### config.mk
export PLATFORM = sky130hd
export DESIGN_NAME = spi_baud_master
export DESIGN_NICKNAME = d
export VERILOG_FILES = /design/src/rtl/spi_bm_pkg.sv /design/src/rtl/spi_bm_baud.sv /design/src/rtl/spi_bm_shifter.sv /design/src/rtl/spi_bm_seq.sv /design/src/rtl/spi_baud_master.sv
export SDC_FILE = /design/constraint.sdc
export NUM_CORES = 1
export LEC_CHECK = 0
export BUFFER_PORTS_ARGS = -buffer_cell sky130_fd_sc_hd__buf_4
export CAP_MARGIN = 40
export CORE_MARGIN = 2
export CORE_UTILIZATION = 50
export DETAILED_ROUTE_END_ITERATION = 7
export MAX_ROUTING_LAYER = met4
export PLACE_DENSITY = 0.72
export SETUP_SLACK_MARGIN = 0.5
export SYNTH_ARGS = -nofsm -noshare
export SYNTH_HDL_FRONTEND = slang
export SYNTH_SLANG_ARGS = --single-unit
### constraint.sdc
create_clock -name clk -period 2.2 [get_ports clk]
set_input_delay 0.33 -clock clk [delete_from_list [all_inputs] [get_ports clk]]
set_output_delay 0.33 -clock clk [all_outputs]
set_load 0.05 [all_outputs]
### src/rtl/spi_bm_pkg.sv
package spi_bm_pkg;

  typedef enum logic [1:0] {
    SEQ_IDLE = 2'd0,
    SEQ_LEAD = 2'd1,
    SEQ_BITS = 2'd2
  } seq_state_t;

  typedef struct packed {
    logic cpol;
    logic cpha;
  } spi_mode_t;

endpackage

### src/rtl/spi_bm_baud.sv
// Half-period timer: captures the rate setting at start and counts out
// alternating short/long halves of the bit clock.
module spi_bm_baud #(
  parameter int BRR_W     = 7,
  parameter int FLOOR_MAX = 2,
  parameter int MIN_DIV   = 4
) (
  input  logic             clk,
  input  logic             rst_n,
  input  logic             start,
  input  logic             run,
  input  logic [BRR_W-1:0] brr_in,
  output logic             tick
);
  localparam int DIV_W = BRR_W + 1;

  logic [DIV_W-1:0] div_req;
  logic [BRR_W-1:0] h1_new, h2_new;
  logic [BRR_W-1:0] len_a, len_b, cnt;
  logic             ph;

  always_comb begin
    if (brr_in <= BRR_W'(FLOOR_MAX)) div_req = DIV_W'(MIN_DIV);
    else                             div_req = DIV_W'(brr_in) + DIV_W'(1);
    h1_new = div_req[DIV_W-1:1];
    h2_new = div_req[DIV_W-1:1] + {{(BRR_W-1){1'b0}}, div_req[0]};
  end

  assign tick = run && (cnt == '0);

  always_ff @(posedge clk or negedge rst_n) begin
    if (!rst_n) begin
      len_a <= BRR_W'(MIN_DIV / 2);
      len_b <= BRR_W'(MIN_DIV / 2);
      cnt   <= '0;
      ph    <= 1'b0;
    end else if (start) begin
      len_a <= h1_new;
      len_b <= h2_new;
      cnt   <= h1_new - BRR_W'(1);
      ph    <= 1'b0;
    end else if (run) begin
      if (cnt == '0) begin
        ph  <= ~ph;
        cnt <= (ph ? len_a : len_b) - BRR_W'(1);
      end else begin
        cnt <= cnt - BRR_W'(1);
      end
    end
  end

  p_floor_r3: assert property (@(posedge clk) disable iff (!rst_n)
    (start && brr_in <= BRR_W'(FLOOR_MAX)) |=> (len_a == BRR_W'(2) && len_b == BRR_W'(2)));

  p_split_r4: assert property (@(posedge clk) disable iff (!rst_n)
    start |=> (len_b >= len_a && (len_b - len_a) <= BRR_W'(1)));

  p_keep_rate_r12: assert property (@(posedge clk) disable iff (!rst_n)
    !start |=> ($stable(len_a) && $stable(len_b)));

endmodule

### src/rtl/spi_bm_shifter.sv
// Transmit and receive shift registers plus the completed-word holder.
module spi_bm_shifter #(
  parameter int DATA_W = 8
) (
  input  logic              clk,
  input  logic              rst_n,
  input  logic              load,
  input  logic [DATA_W-1:0] tx_word,
  input  logic              shift,
  input  logic              sample,
  input  logic              commit,
  input  logic              miso,
  output logic              tx_msb,
  output logic              tx_next,
  output logic [DATA_W-1:0] rx_word
);
  logic [DATA_W-1:0] tx_sh, rx_sh;

  assign tx_msb  = tx_sh[DATA_W-1];
  assign tx_next = tx_sh[DATA_W-2];

  always_ff @(posedge clk or negedge rst_n) begin
    if (!rst_n) begin
      tx_sh   <= '0;
      rx_sh   <= '0;
      rx_word <= '0;
    end else begin
      if (load)       tx_sh <= tx_word;
      else if (shift) tx_sh <= {tx_sh[DATA_W-2:0], 1'b0};
      if (sample)     rx_sh <= {rx_sh[DATA_W-2:0], miso};
      if (commit)     rx_word <= rx_sh;
    end
  end

  p_commit_hold_r10: assert property (@(posedge clk) disable iff (!rst_n)
    !commit |=> $stable(rx_word));

endmodule

### src/rtl/spi_bm_seq.sv
// Transfer sequencer: walks the lead-in halves and the bit halves, and
// drives select, bit clock and MOSI from registers.
module spi_bm_seq
  import spi_bm_pkg::*;
#(
  parameter int DATA_W = 8
) (
  input  logic clk,
  input  logic rst_n,
  input  logic master_en,
  input  logic cfg_cpol,
  input  logic cfg_cpha,
  input  logic tx_valid,
  input  logic first_bit,
  input  logic tick,
  input  logic tx_msb,
  input  logic tx_next,
  output logic tx_ready,
  output logic start,
  output logic busy,
  output logic shift_en,
  output logic sample_en,
  output logic finish,
  output logic sclk,
  output logic cs_n,
  output logic mosi,
  output logic done
);
  localparam int HALVES = 2 * (DATA_W + 1);
  localparam int IDX_W  = $clog2(HALVES + 1);

  seq_state_t       state_q;
  spi_mode_t        mode_q;
  logic [IDX_W-1:0] hidx_q, nxt;
  logic             last_half, step, enter_active, enter_idle, enter_lead2;

  always_comb begin
    tx_ready     = master_en && (state_q == SEQ_IDLE);
    start        = tx_valid && tx_ready;
    busy         = (state_q != SEQ_IDLE);
    last_half    = (hidx_q == IDX_W'(HALVES - 1));
    finish       = busy && tick && last_half;
    step         = busy && tick && !last_half;
    nxt          = hidx_q + IDX_W'(1);
    enter_lead2  = step && (nxt == IDX_W'(1));
    enter_active = step && (nxt >= IDX_W'(2)) && !nxt[0];
    enter_idle   = step && (nxt >= IDX_W'(3)) && nxt[0];
    sample_en    = enter_active;
    shift_en     = enter_idle && (nxt != IDX_W'(HALVES - 1));
  end

  always_ff @(posedge clk or negedge rst_n) begin
    if (!rst_n) begin
      state_q <= SEQ_IDLE;
      mode_q  <= '0;
      hidx_q  <= '0;
      sclk    <= 1'b0;
      cs_n    <= 1'b1;
      mosi    <= 1'b0;
      done    <= 1'b0;
    end else if (start) begin
      state_q <= SEQ_LEAD;
      mode_q  <= '{cpol: cfg_cpol, cpha: cfg_cpha};
      hidx_q  <= '0;
      sclk    <= cfg_cpol;
      cs_n    <= 1'b0;
      mosi    <= cfg_cpha ? 1'b0 : first_bit;
      done    <= 1'b0;
    end else if (finish) begin
      state_q <= SEQ_IDLE;
      hidx_q  <= '0;
      sclk    <= mode_q.cpol;
      cs_n    <= 1'b1;
      mosi    <= 1'b0;
      done    <= 1'b1;
    end else begin
      done <= 1'b0;
      if (state_q == SEQ_IDLE) sclk <= cfg_cpol;
      if (step) begin
        hidx_q <= nxt;
        if (nxt == IDX_W'(2)) state_q <= SEQ_BITS;
      end
      if (enter_lead2 && mode_q.cpha) mosi <= tx_msb;
      if (enter_active) sclk <= ~mode_q.cpol;
      if (enter_idle)   sclk <= mode_q.cpol;
      if (shift_en)     mosi <= tx_next;
    end
  end

  p_ready_idle_r1: assert property (@(posedge clk) disable iff (!rst_n)
    tx_ready |-> cs_n);

  p_busy_ignore_r11: assert property (@(posedge clk) disable iff (!rst_n)
    (busy && tx_valid) |-> !start);

  p_mosi_hold_r6: assert property (@(posedge clk) disable iff (!rst_n)
    (busy && !$stable(sclk) && sclk == ~mode_q.cpol) |-> $stable(mosi));

  p_done_pulse_r10: assert property (@(posedge clk) disable iff (!rst_n)
    done |=> !done);

  p_done_cs_r10: assert property (@(posedge clk) disable iff (!rst_n)
    done |-> $rose(cs_n));

  p_idle_mosi_r6: assert property (@(posedge clk) disable iff (!rst_n)
    cs_n |-> !mosi);

endmodule

### src/rtl/spi_baud_master.sv
module spi_baud_master #(
  parameter int DATA_W = 8,
  parameter int BRR_W  = 7
) (
  input  logic              clk,
  input  logic              rst_n,
  input  logic              cfg_master,
  input  logic              cfg_cpol,
  input  logic              cfg_cpha,
  input  logic [BRR_W-1:0]  cfg_brr,
  input  logic              tx_valid,
  output logic              tx_ready,
  input  logic [DATA_W-1:0] tx_data,
  output logic              rx_valid,
  output logic [DATA_W-1:0] rx_data,
  output logic              sclk,
  output logic              cs_n,
  output logic              mosi,
  input  logic              miso
);
  logic start, busy, tick, shift_en, sample_en, finish, tx_msb, tx_next;

  spi_bm_baud #(.BRR_W(BRR_W)) u_baud (
    .clk    (clk),
    .rst_n  (rst_n),
    .start  (start),
    .run    (busy),
    .brr_in (cfg_brr),
    .tick   (tick)
  );

  spi_bm_seq #(.DATA_W(DATA_W)) u_seq (
    .clk       (clk),
    .rst_n     (rst_n),
    .master_en (cfg_master),
    .cfg_cpol  (cfg_cpol),
    .cfg_cpha  (cfg_cpha),
    .tx_valid  (tx_valid),
    .first_bit (tx_data[DATA_W-1]),
    .tick      (tick),
    .tx_msb    (tx_msb),
    .tx_next   (tx_next),
    .tx_ready  (tx_ready),
    .start     (start),
    .busy      (busy),
    .shift_en  (shift_en),
    .sample_en (sample_en),
    .finish    (finish),
    .sclk      (sclk),
    .cs_n      (cs_n),
    .mosi      (mosi),
    .done      (rx_valid)
  );

  spi_bm_shifter #(.DATA_W(DATA_W)) u_shift (
    .clk     (clk),
    .rst_n   (rst_n),
    .load    (start),
    .tx_word (tx_data),
    .shift   (shift_en),
    .sample  (sample_en),
    .commit  (finish),
    .miso    (miso),
    .tx_msb  (tx_msb),
    .tx_next (tx_next),
    .rx_word (rx_data)
  );

  p_master_off_r13: assert property (@(posedge clk) disable iff (!rst_n)
    (!cfg_master && cs_n) |=> cs_n);

endmodule

==> results of run 1 <==
## kinds of logic after synthesis
kind of cell / count (synthesis) / synth area share
and+or+nand+nor: 146 / 0.213
xor gates and xnor gates: 17 / 0.0460
AOI/OAI and AO/OA: 74 / 0.153
buffers and inverters: 21 / 0.0255
muxes: 21 / 0.0704
adders and majority gates: 9 / 0.0348
DFF: 59 / 0.457
## power by group through the flow
stage	Sequential (mW)	Clock (mW)	Combinational, mW
final	1.89	1.27	2.42
after detailed placement	1.85	0	1.90
after CTS	1.84	1.28	2.18
after global routing	1.93	1.34	2.62
after global placement	1.82	0	1.86
after floorplan	1.84	0	1.27
## registers in the layout (all words and copies together) (netlist names)
name             cells
u_shift.rx_word      8
u_seq.mode_q         2
u_seq.done           1
u_seq.mosi           1
u_seq.state_q        2
u_shift.tx_sh        8
u_seq.hidx_q         5
u_seq.cs_n           1
u_seq.sclk           1
u_baud.cnt           7
u_shift.rx_sh        8
u_baud.len_a         7
u_baud.len_b         7
u_baud.ph            1
## metal layers
layer / global-route usage / vias up / wire (um) / share of wire
li1: - / 1409 / - / -
met1: 0.322 / 1445 / 3840 / 0.45
met2: 0.367 / 92 / 4140 / 0.49
met3: 0.0570 / 18 / 384 / 0.045
met4: 0.0981 / 0 / 168 / 0.020
met5: - / - / 0 / 0
## worst paths after layout
path | start | end | slack [ns] | cells past startpoint
setup / recovery | u_baud.cnt[0]$_DFFE_PN0P_ | u_shift.rx_sh[3]$_DFFE_PN0P_ | -0.006 | 6
hold / removal | rst_n | u_shift.rx_word[3]$_DFFE_PN0P_ | 0.05 | 1
setup reg to reg | u_baud.cnt[0]$_DFFE_PN0P_ | u_shift.rx_sh[3]$_DFFE_PN0P_ | -0.006 | 6
hold reg to reg | u_shift.rx_word[4]$_DFFE_PN0P_ | u_shift.rx_word[4]$_DFFE_PN0P_ | 0.48 | 2
max in group asynchronous | rst_n | u_baud.cnt[3]$_DFFE_PN0P_ | 1.61 | 1
min in group clk | cfg_cpha | u_seq.mode_q[0]$_DFFE_PN0P_ | 0.19 | 3
## worst max-delay path, stage by stage (launching register included)
cell     delay (ns)
dfrtp_1        0.42
or4_4          0.59
nor3_4         0.25
nand2_4        0.10
a211o_4        0.33
buf_12         0.15
mux2_2         0.26
## Yosys cell counts, drive strengths merged (2+ instances only)
master  number  share of area
nand2b       3         0.0058
a21o         3         0.0070
nor3         7          0.014
nor4         6          0.012
a211o        4          0.011
a311oi       2         0.0054
clkbuf       9          0.010
a311o        3         0.0093
o22ai        2         0.0039
nor2        22          0.026
nand2       74          0.088
a21oi       15          0.023
mux2i        7          0.022
ha           9          0.035
dfrtp       56           0.43
or3          3         0.0058
a211oi       3          0.011
and2         4         0.0077
nand4        4         0.0077
nand3b       2         0.0046
dfstp        3          0.024
nand3       11          0.017
inv          6         0.0070
xor2         6          0.016
xnor2       11          0.030
o21ai       27          0.042
o311ai       2         0.0077
mux2        14          0.049
buf          5         0.0070
and3         5         0.0097
a31oi        6          0.012
## metrics by stage
stage	instances	setup WS, ns	hold WS (ns)	power, mW	instance area [sq um]
after floorplan	347	-0.0252	0.0344	3.11	3350
after global placement	481	-0.0906	0.441	3.68	3910
after detailed placement	481	-0.168	0.441	3.75	3910
after CTS	509	0.0464	0.0787	5.29	4400
after global routing	513	-0.107	0.101	5.89	4580
final	513	-0.00645	0.0490	5.57	4580
## area by class of cell
class	count	area, sq um
multi-input cells	267	2000
fillers	445	1740
flip-flops and latches	59	1490
repair buffers	87	707
clock buffers	11	151
clock inverters	5	108
well taps	77	96.3
inverters	7	30.0
## timing repair
item,CTS,global route
buffers inserted,11,4
pin swaps,17,12
endpoints found under the setup margin,44,46
gates resized for setup,36,36
gates cloned,1,0
==> metrics.yaml, run 1 <==
hp-class: "primary input to asynchronous set/reset pin"
clk_pin_slew_ns: 0.07
switching_share: 0.375
antenna_found_initial: 0
layout.nets: 462
grt_use_total: 0.244
synth_nets: 378
drv_slew: 0
grt_pass1_vias: 2838
drive_gt1_frac: 0.408
mostFrequentLayoutCells: "buf_4 (76), nand2_1 (71), dfrtp_1 (50), nor2_1 (17)"
clk_latency_ns: 0.34
synth-seq-cells: 59
crit_fanout: 8
drc: 0
wl_mm: 8.53
cts.sinks: 59
ios: 35
core_sq_um: 6310
dr.pass1.iters: 5
die_height_um: 84.5
end_kind: "register"
clk_path_buf_depth: 2
comb_power_share: 0.434
cp.arrival_ns: 2.43
numCtsBuffers: 9
setup_slack_ns: -0.00645
syn_avg_cell_area_sq_um: 9.33
grt_max_degree: 60
antenna_cells: 0
p_clk_frac: 0.227
ys_seq_area_frac: 0.457
cts-root-buf: "clkbuf_8"
yosysUniqueCellTypes: 50
cts_hold_buf: 0
p_int_mw: 3.48
grt_first_pass_wirelength_mm: 13.4
peakVddDrop_mv: 0.654
worstPathRequired_ns: 2.42
fp.dieW_um: 84.5
period_share: 1.00
drtAntennaViolNets: 0
worst_slew_pin_slew_ns: 0.738
avgViaCountPerCell: 5.78
clock_skew_ns: 0.0110
htree_levels: 3
worst-setup-path-type: "register to register"
grt_remaining_overflow: 0
synth_edf_count: 0
setup_viol_count_final: 5
status: "complete, but fails checks"
async_reset_ff_frac: 1.00
cts_tree: "yes"
initial_core_util: 0.513
finalHoldViolCount: 0
synthesis.area_sq_um: 3240
ys.flop_type: "dfrtp_1"
max_cap_viol_count: 0
vias: 2964
area_growth_pct: 41.4
p_sw_mw: 2.09
placementRows: 29
wl_per_cell_um: 16.6
violations: "negative setup slack"
die-area_sq_um: 7130
max_freq_mhz: 453
drt_iter0_markers: 153
numPortBuffers: 34
power.density_nw_per_um2: 1220
maxSlewHeadroom: 0.508
syn_inst: 347
setup_tns_ns: -0.0175
place_congestion: 0.958
yosys_warnings: 0
final_common_cell: "buf_4"
startpoint_type: "register"
rsz0062_at_grt: "true"
leakage_nw: 2.05
fin_crit_ns: 2.21
postLayoutCoreUtil: 0.725
seq_power_share: 0.338
dp_hpwl_mm: 5.29
(Power assumes the default switching activity.)
==> run 2: changes to the inputs <==
SKIP_CTS_REPAIR_TIMING = 1   (was unset)
==> metrics.yaml, run 2 (synthesis gave the netlist of run 1 again) <==
setup_slack_ns: -0.0220  # -0.0156 ns
seq_power_share: 0.341  # +0.003
hp-class: "primary input to asynchronous set/reset pin"
antenna_found_initial: 0  # unchanged
nFillCells: 463  # +4.0%
cts-root-buf: "clkbuf_8"
worst-setup-path-type: "register to register"
place_congestion: 0.958  # unchanged
drtAntennaViolNets: 0  # unchanged
p_total_mw: 5.58  # about the same
placementRows: 29  # unchanged
vias: 2920  # -1.5%
fin_crit_ns: 2.22  # +0.0156 ns
htree_levels: 3  # unchanged
dp_hpwl_mm: 5.29  # unchanged
use_met2: 0.335  # -0.0317
max_freq_mhz: 450  # -0.70%
status: "complete, but fails checks"
dp_slack_ns: -0.168  # unchanged
core_sq_um: 6310  # unchanged
busiest_layer: "met2"
period_share: 1.01  # +0.00708
wl_per_cell_um: 16.8  # +1.1%
dpl.cell_count: 481  # unchanged
grt_first_pass_wirelength_mm: 12.5  # -6.8%
p_sw_mw: 2.11  # +0.91%
power.density_nw_per_um2: 1240  # +1.7%
violations: "negative setup slack"
postLayoutCoreUtil: 0.714  # -0.0113
worst_slew_pin_slew_ns: 0.737  # -0.00105 ns
drt_iter0_markers: 166  # +8.5%
clk_path_buf_depth: 2  # unchanged
max_cap_viol_count: 0  # unchanged
grt_max_degree: 60  # unchanged
fin_cells: 510  # -0.58%
maxSlewHeadroom: 0.509  # +0.000698
cp.arrival_ns: 2.44  # about the same
clock_skew_ns: 0.0114  # +0.000372 ns
ios: 35  # unchanged
layout.nets: 459  # -0.65%
grt_use_met1: 0.313  # -0.00977
grt_pass1_vias: 2655  # -6.4%
grt_use_total: 0.226  # -0.0183
worstPathRequired_ns: 2.42  # about the same
drive_gt1_frac: 0.395  # -0.0133
end_kind: "register"
dr.pass1.iters: 4  # -1
crit_fanout: 8  # unchanged
area_growth_pct: 39.2
largest_registers: "u_shift.rx_sh: 8 flops, u_shift.rx_word: 8 flops, u_shift.tx_sh: 8 flops"
leakage_nw: 2.01  # -1.9%
grt_remaining_overflow: 0  # unchanged
grt.met3_usage: 0.0492  # -0.00787
rsz0062_at_grt: "true"
fp.dieW_um: 84.5  # unchanged
numCtsBuffers: 9  # unchanged
antenna_cells: 0  # unchanged
peakVddDrop_mv: 0.676  # +3.3%
setup_viol_count_final: 9  # +4
initial_core_util: 0.513  # unchanged
die-area_sq_um: 7130  # unchanged
finalHoldViolCount: 0  # unchanged
final_common_cell: "buf_4"
startpoint_type: "register"
switching_share: 0.378  # +0.00304
comb_power_share: 0.433  # about the same
p_clk_frac: 0.226  # about the same
avgViaCountPerCell: 5.73  # -0.90%
drv_slew: 0  # unchanged
p_int_mw: 3.47  # -0.39%
cts_tree: "yes"
clk_pin_slew_ns: 0.07  # about the same
die_height_um: 84.5  # unchanged
drc: 0  # unchanged
clk_latency_ns: 0.33  # about the same
wl_mm: 8.57  # +0.48%
numPortBuffers: 34  # unchanged
mostFrequentLayoutCells: "buf_4 (77), nand2_1 (72), dfrtp_1 (50), nor2_1 (18), o21ai_1 (15)"
cts.sinks: 59  # unchanged
## run 2: layout make-up
| type | count | area, sq um | area share |
|---|---|---|---|
| clock buffers | 11 | 151 | 0.0336 |
| repair buffers | 83 | 658 | 0.146 |
| well taps | 77 | 96.3 | 0.0214 |
| inverters | 7 | 32.5 | 0.00722 |
| flip-flops and latches | 59 | 1490 | 0.330 |
| repair inverters | 1 | 7.51 | 0.00167 |
| multi-input cells | 267 | 1960 | 0.436 |
| clock inverters | 5 | 108 | 0.0239 |
## run 2: per-stage QoR
step | cell area, sq um | hold slack (ns) | TNS [ns]
6_report | 4510 | 0.0565 | -0.132
5_1_grt | 4510 | 0.0993 | -0.801
4_1_cts | 4170 | 0.0788 | -0.312
3_5_place_dp | 3910 | 0.441 | -0.368
3_3_place_gp | 3910 | 0.441 | -0.121
2_1_floorplan | 3350 | 0.0344 | -0.163
## run 2: critical path: stages, from the launching register on
cell and delay, ns:
dfrtp_2 0.45, or4_4 0.60, nor3_4 0.23, nand2_4 0.10, a211o_4 0.32, buf_12 0.15
mux2_2 0.26
## run 2: power by group through the flow
stage / logic, mW / clock network [mW] / registers, mW
after floorplan: 1.27 / 0 / 1.84
after global placement: 1.86 / 0 / 1.82
after detailed placement: 1.90 / 0 / 1.85
after CTS: 1.92 / 1.28 / 1.83
after global routing: 2.61 / 1.34 / 1.95
final: 2.42 / 1.26 / 1.90
## run 2: path summary, 6_finish.rpt
check / start / endpoint / slack, ns / depth (start not counted)
min reg2reg: u_shift.rx_word[4]$_DFFE_PN0P_ / u_shift.rx_word[4]$_DFFE_PN0P_ / 0.48 / 2
min: rst_n / u_shift.rx_word[3]$_DFFE_PN0P_ / 0.06 / 1
max reg2reg: u_baud.cnt[1]$_DFFE_PN0P_ / u_shift.rx_sh[4]$_DFFE_PN0P_ / -0.02 / 6
max: u_baud.cnt[1]$_DFFE_PN0P_ / u_shift.rx_sh[4]$_DFFE_PN0P_ / -0.02 / 6
min in group clk: cfg_cpha / u_seq.mode_q[0]$_DFFE_PN0P_ / 0.19 / 3
max in group asynchronous: rst_n / u_baud.cnt[1]$_DFFE_PN0P_ / 1.60 / 1
## run 2: metal layers
| layer | part of all wire | up-vias |
|---|---|---|
| met2 | 0.50 | 81 |
| li1 | - | 1405 |
| met5 | 0 | - |
| met4 | 0.015 | 0 |
| met3 | 0.048 | 12 |
| met1 | 0.44 | 1422 |
==> run 3: changes to the inputs <==
PLACE_DENSITY = 0.7   (was 0.72)
clock period = 2.25 ns   (was 2.2 ns; I/O delays follow)
==> metrics.yaml, run 3 (synthesis gave the netlist of run 1 again) <==
p_sw_mw: 2.07  # -2.1%
peakVddDrop_mv: 0.682  # +0.79%
die_height_um: 84.5  # unchanged
period_share: 0.977  # -0.0329
reg2reg_slack_ns: 0.05  # +0.07 ns
reg2reg_depth: 10  # +4
fp.dieW_um: 84.5  # unchanged
grt_pass1_vias: 2587  # -2.6%
clk_path_buf_depth: 2  # unchanged
place_congestion: 0.931  # -2.9%
hp-class: "primary input to asynchronous set/reset pin"
setup_slack_ns: 0.0515  # +0.0735 ns
final_cell_area_sq_um: 4550  # +0.97%
layout.nets: 463  # +0.87%
startpoint_type: "register"
grt_use_total: 0.228  # +0.00162
setup_viol_count_final: 0  # -9
fin_cells: 514  # +0.78%
drtAntennaViolNets: 0  # unchanged
switching_share: 0.391  # +0.0129
leakage_nw: 2.04  # +1.2%
drc: 0  # unchanged
setup_tns_ns: 0  # +0.132 ns
critPathMaxStageDelay_ns: 0.44  # -0.16 ns
wl_per_cell_um: 17.4  # +3.5%
final_common_cell: "buf_4"
largest_registers: "u_shift.rx_sh: 8 flops, u_shift.rx_word: 8 flops, u_shift.tx_sh: 8 flops"
dp_slack_ns: -0.151  # +0.0175 ns
max_freq_mhz: 455  # +1.1%
path_delay_family: "compound AO/OA/AOI/OAI gates"
core_sq_um: 6310  # unchanged
dr.pass1.iters: 5  # +1
die-area_sq_um: 7130  # unchanged
drt_iter0_markers: 215  # +30%
dpl.cell_count: 475  # -1.2%
wl_mm: 8.94  # +4.3%
drv_slew: 0  # unchanged
antenna_found_initial: 0  # unchanged
fin_crit_ns: 2.20  # -0.0235 ns
ios: 35  # unchanged
clock_skew_ns: 0.00915  # -0.00221 ns
htree_levels: 3  # unchanged
place_area_sq_um: 3890  # -0.58%
p_int_mw: 3.21  # -7.3%
dp_hpwl_mm: 5.27  # -0.51%
comb_power_share: 0.449  # +0.016
r2r-start: "u_baud.ph$_DFFE_PN0P_"
p_total_mw: 5.28  # -5.4%
crit_fanout: 3  # -5
drive_gt1_frac: 0.394  # -0.00133
grt_remaining_overflow: 0  # unchanged
r2r_end: "u_baud.cnt[6]$_DFFE_PN0P_"
grt_first_pass_wirelength_mm: 12.6  # +1.0%
worst-setup-path-type: "register to register"
worstPathRequired_ns: 2.52  # +0.10 ns
cp.arrival_ns: 2.47  # +0.03 ns
cts-root-buf: "clkbuf_8"
numPortBuffers: 34  # unchanged
cp_slowest_cell: "dfrtp_2"
cp-startpoint: "u_baud.ph$_DFFE_PN0P_"
placementRows: 29  # unchanged
worst-path-buf-inv: 0  # -1
cts.sinks: 59  # unchanged
avgViaCountPerCell: 5.93  # +3.6%
max_cap_viol_count: 0  # unchanged
numCtsBuffers: 9  # unchanged
seq_power_share: 0.351  # +0.010
grt_max_degree: 60  # unchanged
crit_chain: "mux2_4, a31oi_4, nand2_1, o21ai_1, ha_2, nand3b_1, o22ai_2, nand4_1, xor2_1, o21ai_0"
mostFrequentLayoutCells: "buf_4 (72), nand2_1 (71), dfrtp_1 (51), nor2_1 (17), o21ai_0 (14)"
vias: 3049  # +4.4%
antenna_cells: 0  # unchanged
rsz0062_at_grt: "true"
power.density_nw_per_um2: 1160  # -6.3%
worst_slew_pin_slew_ns: 0.759  # +0.0225 ns
clk_latency_ns: 0.35  # +0.02 ns
status: "complete, no violations"
p_clk_frac: 0.200  # -0.026
area_growth_pct: 40.5
end_kind: "register"
finalHoldViolCount: 0  # unchanged
cts_tree: "yes"
clk_pin_slew_ns: 0.07  # about the same
nFillCells: 443  # -4.3%
initial_core_util: 0.513  # unchanged
maxSlewHeadroom: 0.494  # -0.0150
## run 3: how the worst max path moves through the flow
stage                           endpoint  slack (ns)  depth (start not counted)
2_1_floorplan     u_seq.mosi$_DFFE_PN0P_        0.02                          6
3_3_place_gp   u_baud.cnt[6]$_DFFE_PN0P_       -0.06                         11
3_5_place_dp   u_baud.cnt[6]$_DFFE_PN0P_       -0.15                         11
4_1_cts           u_seq.mosi$_DFFE_PN0P_       -0.08                          8
5_1_grt        u_baud.cnt[6]$_DFFE_PN0P_       -0.05                         10
6_report       u_baud.cnt[6]$_DFFE_PN0P_        0.05                         10
## run 3: final cells by class
cell class / instances / area [sq um] / share of cell area
flip-flops and latches: 59 / 1490 / 0.327
clock inverters: 5 / 78.8 / 0.0173
inverters: 7 / 30.0 / 0.00660
multi-input cells: 267 / 1980 / 0.435
clock buffers: 11 / 131 / 0.0289
repair buffers: 87 / 742 / 0.163
well taps: 77 / 96.3 / 0.0212
repair inverters: 1 / 7.51 / 0.00165
## run 3: stage by stage
stage	hold slack, ns	utilization
2_1_floorplan	0.0419	-
3_5_place_dp	0.451	0.616
6_report	0.0536	0.721
4_1_cts	0.0841	0.649
5_1_grt	0.124	0.721
3_3_place_gp	0.447	0.616
## run 3: power groups by stage
| stage | sequential [mW] | combinational (mW) | clock (mW) |
|---|---|---|---|
| detailed placement | 1.82 | 1.82 | 0 |
| floorplan | 1.80 | 1.24 | 0 |
| CTS | 1.80 | 1.83 | 1.06 |
| global route | 1.89 | 2.57 | 1.11 |
| global placement | 1.79 | 1.78 | 0 |
| finish | 1.85 | 2.37 | 1.06 |
## run 3: layer usage
| layer | GRT usage | up-vias | part of all wire |
|---|---|---|---|
| met5 | - | - | 0 |
| met4 | 0.0779 | 0 | 0.019 |
| met3 | 0.0442 | 19 | 0.058 |
| met2 | 0.325 | 125 | 0.48 |
| met1 | 0.327 | 1500 | 0.45 |
| li1 | - | 1405 | - |
